===== src/rtl/irq_l2_latch.sv =====
module irq_l2_latch #(
  parameter int NSRC = 32,
  parameter int AW = 8,
  parameter bit EDGE_MODE = 1'b1
) (
  input  logic            clk,
  input  logic            rst_n,
  input  logic [NSRC-1:0] src_i,
  input  logic [AW-1:0]   bus_addr,
  input  logic            bus_we,
  input  logic [NSRC-1:0] bus_wdata,
  output logic [NSRC-1:0] bus_rdata,
  output logic            irq_o
);
  localparam logic [AW-1:0] A_STAT = AW'(8'h00);
  localparam logic [AW-1:0] A_ACK  = AW'(8'h08);
  localparam logic [AW-1:0] A_MST  = EDGE_MODE ? AW'(8'h0C) : AW'(8'h04);
  localparam logic [AW-1:0] A_MSET = EDGE_MODE ? AW'(8'h10) : AW'(8'h08);
  localparam logic [AW-1:0] A_MCLR = EDGE_MODE ? AW'(8'h14) : AW'(8'h0C);

  logic [NSRC-1:0] sync1, sync2, prev, rise, status, mask_q;
  logic            wr_ack, wr_mset, wr_mclr;

  assign wr_ack  = EDGE_MODE && bus_we && (bus_addr == A_ACK);
  assign wr_mset = bus_we && (bus_addr == A_MSET);
  assign wr_mclr = bus_we && (bus_addr == A_MCLR);

  always_ff @(posedge clk or negedge rst_n)
    if (!rst_n) begin
      sync1 <= '0;
      sync2 <= '0;
      prev  <= '0;
    end else begin
      sync1 <= src_i;
      sync2 <= sync1;
      prev  <= sync2;
    end

  assign rise = EDGE_MODE ? (sync2 & ~prev) : '0;

  generate
    if (EDGE_MODE) begin : g_edge
      logic [NSRC-1:0] latched;
      always_ff @(posedge clk or negedge rst_n)
        if (!rst_n) latched <= '0;
        else        latched <= (latched & ~(wr_ack ? bus_wdata : '0)) | rise;
      assign status = latched;
    end else begin : g_level
      assign status = sync2;
    end
  endgenerate

  always_ff @(posedge clk or negedge rst_n)
    if (!rst_n)       mask_q <= '1;
    else if (wr_mset) mask_q <= mask_q | bus_wdata;
    else if (wr_mclr) mask_q <= mask_q & ~bus_wdata;

  always_comb begin
    bus_rdata = '0;
    if (bus_addr == A_STAT)     bus_rdata = status;
    else if (bus_addr == A_MST) bus_rdata = mask_q;
  end

  assign irq_o = |(status & ~mask_q);
endmodule



===== config.mk =====
export PLATFORM = sky130hd
export DESIGN_NAME = irq_l2_latch
export DESIGN_NICKNAME = d
export VERILOG_FILES = /design/src/rtl/irq_l2_latch.sv
export SDC_FILE = /design/constraint.sdc
export NUM_CORES = 1
export LEC_CHECK = 0
export BUFFER_PORTS_ARGS = -buffer_cell sky130_fd_sc_hd__buf_4
export CORE_UTILIZATION = 54
export DETAILED_ROUTE_END_ITERATION = 12
export HOLD_SLACK_MARGIN = 0.06
export PLACE_DENSITY = 0.81
export SETUP_SLACK_MARGIN = 0.15
export SLEW_MARGIN = 30
export SYNTH_ARGS = -nofsm -noshare
export SYNTH_HDL_FRONTEND = slang
export SYNTH_SLANG_ARGS = --single-unit

===== constraint.sdc =====
create_clock -name clk -period 2.4 [get_ports clk]
set_clock_uncertainty 0.2 [all_clocks]
set_input_delay 0.36 -clock clk [delete_from_list [all_inputs] [get_ports clk]]
set_output_delay 0.36 -clock clk [all_outputs]
set_load 0.01 [all_outputs]

# Word level (Yosys, flattened, before mapping)
# Index checks and enable logic that the tools add are counted.
# Widths: inputs -> output; s select.
# classes
n_addsub,0
multipliers,0
div,0
n_lt_le_gt_ge,0
eq_ne,4
shift,0
muxes,5
bitwise,10
n_reduce_logical,6
# op_table
op,count
$mux 32,5
$and 32x32->32,4
$not 32->32,4
$or 32x32->32,2
$reduce_or 32->1,1
$eq 8x4->1 const B,2
$eq 8x5->1 const B,2
$logic_not 8->1,1
$logic_and 1x1->1,3
$reduce_bool 2->1,1
# word_totals
register_bits,160
latchBits,0
mem_bits_rw,0
rom_bits,0
in_bits,75
out_inout_bits,33
wordCells,30
n_memories,0

# Logic depth before layout (Yosys ltp)
# Gate-level depths: netlist (run 1).
# depth
word_depth,6
depth_mapped,6

# Worst setup path before layout (run 1)
# OpenSTA, ideal clock, no wires.
# synth_timing
path_kind,input port to output port
startpoint,input bus_addr[5]
endpoint,output bus_rdata[5]
t_arrival_ns,1.694
path_slack_ns,0.146
path_stages,4
path_buffers,1
cell_sequence,or4_4 > nor4b_4 > buf_6 > a22o_1
# synth_via
elab_chain_len,3
elab_cells_between_ends,4
classes_between,eq/ne (1); mux (2); reduce/logical (1)
# synth_rtl
element,line,rtl
"start, declared",9,"input logic [AW-1:0] bus_addr,"
$eq 8x4->1,61,else if (bus_addr == A_MST) bus_rdata = mask_q;
$mux 32,61,
$mux 32 (*),60,if (bus_addr == A_STAT) bus_rdata = status;
"end, declared",12,"output logic [NSRC-1:0] bus_rdata,"
# Every way passes the cells marked *; elsewhere a longest branch is shown, timed or not.

# Final worst setup path (run 1)
# layout_timing
startpoint,input bus_addr[6]
endpoint,output bus_rdata[28]
# The elaborated chain is that of the path after synthesis.

==> results.md, run 1 <==
- # diodes: 0
- Slew headroom: around 65%
- Post-synthesis simple-gate area fraction: approximately 6.3%
- CTS tree: yes
- Core Box Area: ~10000 um^2
- Critical path class: input port to primary output
- Worst setup SP type: input port
- Status: complete, but fails checks
- Final worst-path cycle share: 104.7%
- HP Class: input port to async pin
- Clock latency on the worst-skew pair: between 0.5 and 0.6 ns
- Post-route DRC: 0
- Commonest non-fill, non-tap cells in the layout: dfrtp_1, buf_4, inv_1, nand2_1, dlygate4sd3_1
- RSZ-0062 raised after global routing: true
- DR pass1 iterations: 5
- DR WL/cell: about 22 um
- Initial antenna violation count: 0
- DR vias: between 4000 and 5000
- Register area share after synthesis: around 70%
- Worst-Margin Slew: slightly above 0.5 ns
- Clk pin slew, worst setup/hold paths: 0.06 ns
- DIE HEIGHT: about 110 um
- Fin area: between 8000 and 9000 um^2
- Setup TNS: -2.129 ns
- Total grt overflow: 0
- Combinational family with the most area after synthesis: compound AO/OA/AOI/OAI gates
- Leading area contributor after synthesis: dfrtp_1
- Endpoints failing setup: 33
- Clk root buf: clkbuf_8
- Maximum vdd ir drop: 0.0004765 V
- Horiz. Die Dim: about 110 um
- Syn avg cell area: approximately 13 um^2
- Max Clk Rate: slightly below 400 MHz
- Critical path cell sequence: buf_6 -> or4_4 -> nor4b_4 -> buf_4 -> clkbuf_16 -> a22o_2 -> buf_4
- Setup crit end kind: primary output
- Yosys cell types: 20
- Delay-heaviest family, CP: simple AND/OR/NAND/NOR gates
- Vias in the first global route: around 4600
- Final setup margin: -0.1126 ns
- Violated checks: setup timing
- Total power: between 5 and 6 mW
- Max incr delay on CP: approximately 0.56 ns
- Post-synth top area share: ~55%
- Mapped Nets: ~500
- Pleak: around 4.4 nW
- # nets final: slightly above 700
- First-pass GRT wire length: 23850 um
- TritonCTS buffer count: 17
- Max Root-Sink Buffers: 2
- R2r setup slk: roughly 1.3 ns
- Routability cong.: 0.8123
- Final Critical Period: around 2.5 ns
- Critical path's slowest cell: or4_4
- Maximum capacitance violations: 0
- Syn-to-layout area delta: 51.51%
- Post-DP HPWL: around 8100 um
- Mapped Cells: ~430
- Worst hold slack: about 0.15 ns
- Fin. Hold Viols: 0
- Drt initial violations: around 340
- WP data required: between 1.5 and 2 ns
- Final wirelength: between 15000 and 20000 um
- Placed instance area: 6879 um^2
- Fin cells: 788
- Most used cell, CP: buf_4
- Post-synthesis compound-gate area fraction: between 10% and 20%
- Final Core Density: a little over four fifths
- Commonest non-fill, non-tap cell in the layout: dfrtp_1
- Cell Pwr Density: approximately 670 nW/um^2
- Synth area leaders: dfrtp_1, dfstp_2, mux2_2
- Synth warnings: 0
- Max Fanout on Critical Path: 8
- Synthesized cell area: between 5000 and 6000 um^2
- Synth Area in Adders: 0%
- Vias per Instance: roughly 5.6
- Ports: between 100 and 150
- Initial Utilization: 56.06%
- Share of cells above drive strength 1: about 43%
- Pre-CTS setup slack: -0.1065 ns
- Antenna-violating nets left: 0
- Rows: 37
- Largest net degree at the start of global routing: 59
- Post-Synth XOR/XNOR Area: 0%
- Sink Count: 160
- Placed cell count: roughly 670
- Synthesis-stage register bit count: 160
- Mux cell area share after synthesis: under 10%
- Slew Limit Fails: 0
- CP Data Arrival Time: between 1.5 and 2 ns
- Die footprint: about 11000 um^2
- H-tree depth: 4
- Filler cells: between 400 and 500
- # port buffers: 107
- Global-route usage over all layers: between 20% and 30%
- Buf/Inv on CP: 4
[Yosys cell counts, drive strengths merged]
cell and n:
buf 15, and4 1, nor4b 1, clkbuf 1
o22ai 16, nand4 1, a22o 64, inv 65
mux2 32, dfstp 32, nor3 2, nand2 65
dfrtp 128, nor2 2, or4b 1, nor4 5
or4 1
[cell type report]
type | count | area (um^2) | share of cell area (%)
flip-flops and latches | 160 | 4044 | 45.92
inverters | 65 | 244.0 | 2.770
repair buffers | 204 | 2008 | 22.80
multi-input cells | 191 | 1720 | 19.53
clock buffers | 21 | 469.2 | 5.327
well taps | 136 | 170.2 | 1.932
clock inverters | 11 | 151.4 | 1.719
[final timing paths]
path                              from             to  depth (start not counted)
min reg2reg                   sync1[2]       sync2[2]                          0
max                        bus_addr[6]  bus_rdata[28]                          7
max in group asynchronous        rst_n      async pin                          3
max reg2reg                       flop           flop                          2
min in group clk              sync1[2]       sync2[2]                          0
min                              rst_n      sync1[20]                          2
[repair_timing]
action / 4_1_cts / 5_1_grt
pin swaps: 7 / 32
cloned: 2 / 4
hold buffers: 65 / 0
gates resized for setup: 13 / 62
buffers inserted: 10 / 4
endpoints found under the hold margin: 207 / 0
setup endpoints to repair: 33 / 33
[routing by layer]
layer,up-vias,track usage [%],routed length [um]
met4,0,14.29,734
li1,1885,-,-
met5,-,0,0
met3,77,5.442,1106
met1,2215,35.36,6527
met2,218,49.63,8673
[cell families after synthesis]
| logic type | count (synthesis) |
|---|---|
| DFF | 160 |
| buffers and inverters | 81 |
| AOI/OAI and AO/OA | 80 |
| and+or+nand+nor | 79 |
| muxes | 32 |
[where the power goes]
part | internal (mW) | switching (mW)
clock | 1.70 | 1.09
sequential | 2.79 | 0.0412
combinational | 0.180 | 0.134
total | 4.67 | 1.27
(Power assumes the default switching activity.)
==> run 2, diff against run 1 <==
- CORE_MARGIN: not set -> 4
- CORE_UTILIZATION: 54 -> 49
- HOLD_SLACK_MARGIN: 0.06 -> not set
- PLACE_DENSITY: 0.81 -> 0.78
- clock period: 2.4 -> 2.05 ns (I/O delays scaled with it)
==> run 2 against run 1 <==
  * The flow still finishes with violations (setup timing)
  * Non-clock buffer count grew 7
  * Sequential power up 17%
  * Flip-flop and latch count is the same
  * Critical path type unchanged
==> results.md, run 2 (same netlist as run 1, synthesis figures left out) <==
- Fin. Hold Viols: 0 (unchanged)
- Rows: 39 (+5.4%)
- Vias in the first global route: 4372 (-5.2%)
- Slew Limit Fails: 0 (unchanged)
- Sink Count: 160 (unchanged)
- Max Fanout on Critical Path: 5 (-3)
- # nets final: 721 (+0.98%)
- Setup crit end kind: primary output
- R2r setup slk: 0.86 ns (-0.44 ns)
- First-pass GRT wire length: 22220 um (-6.8%)
- Max Root-Sink Buffers: 2 (unchanged)
- Clk pin slew, worst setup/hold paths: 0.06 ns (about the same)
- Clk root buf: clkbuf_16
- Total power: 6.879 mW (+16%)
- Vias per Instance: 5.157 (-7.5%)
- DR pass1 iterations: 4 (-1)
- Core Box Area: 11520 um^2 (+11%)
- Endpoints failing setup: 33 (unchanged)
- DIE HEIGHT: 116.9 um (+11%)
- WP data required: 1.54 ns (-0.30 ns)
- R2r worst-path depth: 3 (+1)
- Pleak: 4.425 nW (+1.2%)
- Post-DP HPWL: 9016 um (+11%)
- Drt initial violations: 320 (-6.2%)
- HP Start: bus_wdata[8]
- Filler cells: 677 (+48%)
- Slew headroom: 70.75% (+5.3 points)
- Final worst-path cycle share: 118.9%
- Total grt overflow: 0 (unchanged)
- Final Core Density: 76.73% (-8.2 points)
- Final wirelength: 15170 um (-11%)
- Routability cong.: 0.8483 (+4.4%)
- Global-route usage over all layers: 21.96% (-7.0 points)
- Status: complete, but fails checks
- Final setup margin: -0.3870 ns (-0.2744 ns)
- Die footprint: 13670 um^2 (+22%)
- Largest net degree at the start of global routing: 46 (-22%)
- Final Critical Period: 2.437 ns
- Critical path class: input port to primary output
- Commonest non-fill, non-tap cells in the layout: dfrtp_1, buf_4, inv_1, nand2_1, dlygate4sd3_1
- HP Class: input port to flop
- H-tree depth: 4 (unchanged)
- Worst-Margin Slew: 0.4387 ns (-0.07996 ns)
- Antenna-violating nets left: 0 (unchanged)
- Cell Pwr Density: 778.6 nW/um^2 (+15%)
- Worst setup SP type: input port
- Clock latency on the worst-skew pair: 0.42 ns (-0.11 ns)
- CTS tree: yes
- Commonest non-fill, non-tap cell in the layout: dfrtp_1
- DR WL/cell: 18.92 um (-13%)
- Max Clk Rate: 410.3 MHz
- Initial Utilization: 50.48% (-5.6 points)
- Ports: 108 (unchanged)
- Syn-to-layout area delta: 52.00%
- Horiz. Die Dim: 116.9 um (+11%)
- RSZ-0062 raised after global routing: true
- # diodes: 0 (unchanged)
- DR vias: 4136 (-5.9%)
- # port buffers: 107 (unchanged)
- Maximum vdd ir drop: 0.0006977 V (+46%)
- Violated checks: setup timing
- Worst hold endpoint: g_edge.latched[8]
- CP Data Arrival Time: 1.93 ns (-0.02 ns)
- Share of cells above drive strength 1: 44.01% (+1.1 points)
- Initial antenna violation count: 0 (unchanged)
- Post-route DRC: 0 (unchanged)
- TritonCTS buffer count: 17 (unchanged)
- Maximum capacitance violations: 0 (unchanged)
- Hold Path Depth: 3
-- run 2: worst max-delay path by stage --
stage / startpoint / to / slack, ns / cells past startpoint
global route: bus_addr[6] / bus_rdata[5] / -0.44 / 7
finish: bus_addr[6] / bus_rdata[5] / -0.39 / 7
detailed placement: bus_addr[5] / bus_rdata[16] / -0.33 / 6
global placement: bus_addr[5] / bus_rdata[0] / -0.31 / 6
floorplan: bus_addr[5] / bus_rdata[5] / -0.1 / 4
CTS: bus_addr[5] / bus_rdata[19] / -0.32 / 7
-- run 2: what timing repair did --
item	CTS	global route
hold buffers	64	0
pin swaps	9	28
setup endpoints to repair	33	33
buffers inserted	8	12
resized for setup	22	60
hold endpoints to repair	139	0
gates cloned	2	2
-- run 2: cell type report --
class / count / area [um^2] / share of cell area (%)
inverters: 65 / 244.0 / 2.761
well taps: 143 / 178.9 / 2.025
repair buffers: 211 / 2031 / 22.98
clock buffers: 22 / 474.2 / 5.367
flip-flops and latches: 160 / 4045 / 45.78
clock inverters: 10 / 133.9 / 1.515
multi-input cells: 191 / 1729 / 19.57
-- run 2: power by group --
group	leakage, nW	switching [mW]	internal (mW)
Combinational	2.40	0.150	0.210
Sequential	1.73	0.0410	3.27
Clock	0.296	1.21	2.00
Total	4.43	1.40	5.48
-- run 2: through the flow --
stage	worst slack, ns	std cells	area [um^2]	hold slack (ns)	setup TNS, ns
2_1_floorplan	-0.09697	432	5858	-0.1881	-2.541
3_3_place_gp	-0.3051	682	6938	0.06352	-12.72
3_5_place_dp	-0.3349	682	6938	0.06870	-13.42
4_1_cts	-0.3192	788	8384	0.01588	-9.618
5_1_grt	-0.4369	802	8836	0.03388	-12.02
6_report	-0.3870	802	8836	0.03082	-10.77
-- run 2: metal layers --
layer | vias to the layer above | global-route usage (%) | wire length [um]
met5 | - | 0 | 0
met4 | 0 | 11.47 | 473
met3 | 36 | 5.398 | 694
met2 | 120 | 36.90 | 8216
met1 | 2089 | 26.26 | 5788
li1 | 1891 | - | -
-- run 2: worst max-delay path: stages --
cell and delay (ns):
buf_6 0.09, or4_4 0.55, nor4b_4 0.35, buf_6 0.20
clkbuf_16 0.16, a22o_1 0.16, buf_6 0.11
==> run 3, diff against run 2 <==
- CORE_MARGIN: 4 -> not set
==> run 3 against run 2 <==
  * The run still ends with setup timing left
  * Total power down 4.0%
  * Sequential share of layout area up 2.6 points
  * Clock power down 7.5%
  * Largest power group unchanged
  * Register-to-register slack better by 0.11 ns
  * First-iteration DRC count down 23%
  * Worst setup slack worse by 0.012 ns
  * Flip-flop and latch count unchanged
==> results.md, run 3 (same netlist as run 1, synthesis figures left out) <==
- Status: complete, but fails checks
- Violated checks: setup timing
- Initial antenna violation count: 0 (unchanged)
- Cell Pwr Density: 790.5 nW/um^2 (+1.5%)
- R2r setup slk: 0.97 ns (+0.11 ns)
- Syn-to-layout area delta: 43.71%
- Commonest non-fill, non-tap cells in the layout: dfrtp_1, buf_4, inv_1, nand2_1, dlygate4sd3_1
- DIE HEIGHT: 110.9 um (-5.1%)
- Vias per Instance: 5.200 (+0.83%)
- Clk root buf: clkbuf_16
- Buf/Inv on CP: 4 (unchanged)
- Total power: 6.604 mW (-4.0%)
- Worst hold slack: 0.006162 ns (-0.02466 ns)
- DR pass1 iterations: 4 (unchanged)
- Most used cell, CP: buf_6
- Critical path's slowest cell: or4_4
- Met2 track demand over resource: 41.12% (+4.2 points)
- Fin cells: 775 (-3.4%)
- Placed instance area: 6943 um^2 (about the same)
- Clock latency on the worst-skew pair: 0.41 ns (about the same)
- First-pass GRT wire length: 23050 um (+3.7%)
- Filler cells: 733 (+8.3%)
- Slew Limit Fails: 0 (unchanged)
- Fin area: 8354 um^2 (-5.5%)
- CP Data Arrival Time: 1.94 ns (about the same)
- TritonCTS buffer count: 17 (unchanged)
- Commonest non-fill, non-tap cell in the layout: dfrtp_1
- Endpoints failing setup: 33 (unchanged)
- Largest net degree at the start of global routing: 57 (+24%)
- Final Critical Period: 2.449 ns (+0.01210 ns)
- Worst hold endpoint: g_edge.latched[14]
- Placed cell count: 681 (-0.15%)
- Worst-Margin Slew: 0.3473 ns (-0.09140 ns)
- RSZ-0062 raised after global routing: true
- Met3 Resource Use GR: 5.030% (-0.37 points)
- Total grt overflow: 0 (unchanged)
- Max Clk Rate: 408.3 MHz (-0.49%)
- Die footprint: 12300 um^2 (-10%)
- Worst setup SP type: input port
- HP Class: input port to flop
- Post-route DRC: 0 (unchanged)
- HP Start: bus_wdata[14]
- Max Fanout on Critical Path: 11 (+6)
- Global-route usage over all layers: 24.73% (+2.8 points)
- Setup crit end kind: primary output
- CTS tree: yes
- Critical path class: input port to primary output
- Clk pin slew, worst setup/hold paths: 0.06 ns (about the same)
- Final setup margin: -0.3991 ns (-0.01210 ns)
- Post-DP HPWL: 8589 um (-4.7%)
- Horiz. Die Dim: 110.9 um (-5.1%)
- Met1 usage: 31.61% (+5.4 points)
- Max incr delay on CP: 0.57 ns (+0.02 ns)
- DR vias: 4030 (-2.6%)
- Fin. Hold Viols: 0 (unchanged)
- DR WL/cell: 18.13 um (-4.2%)
- Final wirelength: 14050 um (-7.4%)
- Critical path cell sequence: buf_6 -> or4_4 -> nor4b_4 -> buf_6 -> buf_12 -> a22o_1 -> buf_4
- Initial Utilization: 50.69% (+0.21 points)
- Pleak: 4.163 nW (-5.9%)
- Maximum vdd ir drop: 0.0007172 V (+2.8%)
- WP data required: 1.54 ns (about the same)
- # diodes: 0 (unchanged)
- Delay-heaviest family, CP: simple AND/OR/NAND/NOR gates
- Vias in the first global route: 4357 (-0.34%)
- H-tree depth: 4 (unchanged)
- Rows: 39 (unchanged)
- Routability cong.: 0.7757 (-8.6%)
- Final worst-path cycle share: 119.5% (+0.59 points)
- Sink Count: 160 (unchanged)
- Core Box Area: 11470 um^2 (-0.42%)
- Antenna-violating nets left: 0 (unchanged)
- Hold Path Depth: 3 (unchanged)
- R2r worst-path depth: 2 (-1)
- Max Root-Sink Buffers: 2 (unchanged)
- Maximum capacitance violations: 0 (unchanged)
- # port buffers: 107 (unchanged)
- Share of cells above drive strength 1: 43.04% (-0.97 points)
- Slew headroom: 76.84% (+6.1 points)
- Drt initial violations: 246 (-23%)
- # nets final: 694 (-3.7%)
- GRT busiest layer: met2
- Ports: 108 (unchanged)
## run 3: changes by cell type in the layout (fill, tap and decap cells not counted), moves of 3 or more
cell / delta
buf_6: -17
dlygate4sd3_1: -14
a22o_2: +9
a22o_4: -9
buf_4: +7
buf_8: -4
o22ai_1: +4
clkbuf_8: -3
inv_6: +3
o22ai_2: -3
## run 3: per-stage QoR
step	setup TNS (ns)	utilization [%]	worst slack, ns
after floorplan	-2.541	-	-0.09697
after global placement	-12.19	60.55	-0.3391
after detailed placement	-13.21	60.55	-0.3820
after CTS	-9.651	72.60	-0.3508
after global routing	-13.48	72.85	-0.4607
final	-11.24	72.85	-0.3991
## run 3: how the worst max path moves through the flow
stage | from | end | slack [ns] | depth (start not counted)
after global routing | bus_addr[5] | bus_rdata[6] | -0.46 | 7
after floorplan | bus_addr[5] | bus_rdata[5] | -0.1 | 4
after CTS | bus_addr[5] | bus_rdata[6] | -0.35 | 7
after global placement | bus_addr[5] | bus_rdata[17] | -0.34 | 6
after detailed placement | bus_addr[5] | bus_rdata[17] | -0.38 | 6
final | bus_addr[5] | bus_rdata[6] | -0.40 | 7
## run 3: routing by layer
metal / share of wire (%) / vias up
met5: 0 / -
met4: 2.6 / 0
met3: 4.1 / 29
met2: 51 / 128
met1: 42 / 2035
li1: - / 1838
## run 3: report_power, final
part	switching (mW)	internal, mW
sequential	0.0402	3.26
clock	1.28	1.68
combinational	0.142	0.189
## run 3: worst reg2reg max path: stages (launching register included)
cell and delay [ns]:
dfstp_2 0.56, buf_4 0.13, mux2_2 0.13
## run 3: timing repair
action | 4_1_cts | 5_1_grt
resized for setup | 39 | 3
pin swaps | 9 | 3
setup endpoints to repair | 33 | 33
buffers inserted | 8 | 0
hold buffers | 49 | 1
gates cloned | 4 | 0
hold endpoints to repair | 181 | 1
## run 3: cell type report
type | instances | area [um^2] | share of cell area, %
flip-flops and latches | 160 | 4044 | 48.41
repair buffers | 184 | 1709 | 20.46
multi-input cells | 191 | 1617 | 19.35
clock buffers | 17 | 425.4 | 5.092
inverters | 65 | 244.0 | 2.920
well taps | 143 | 178.9 | 2.142
clock inverters | 15 | 136.4 | 1.632
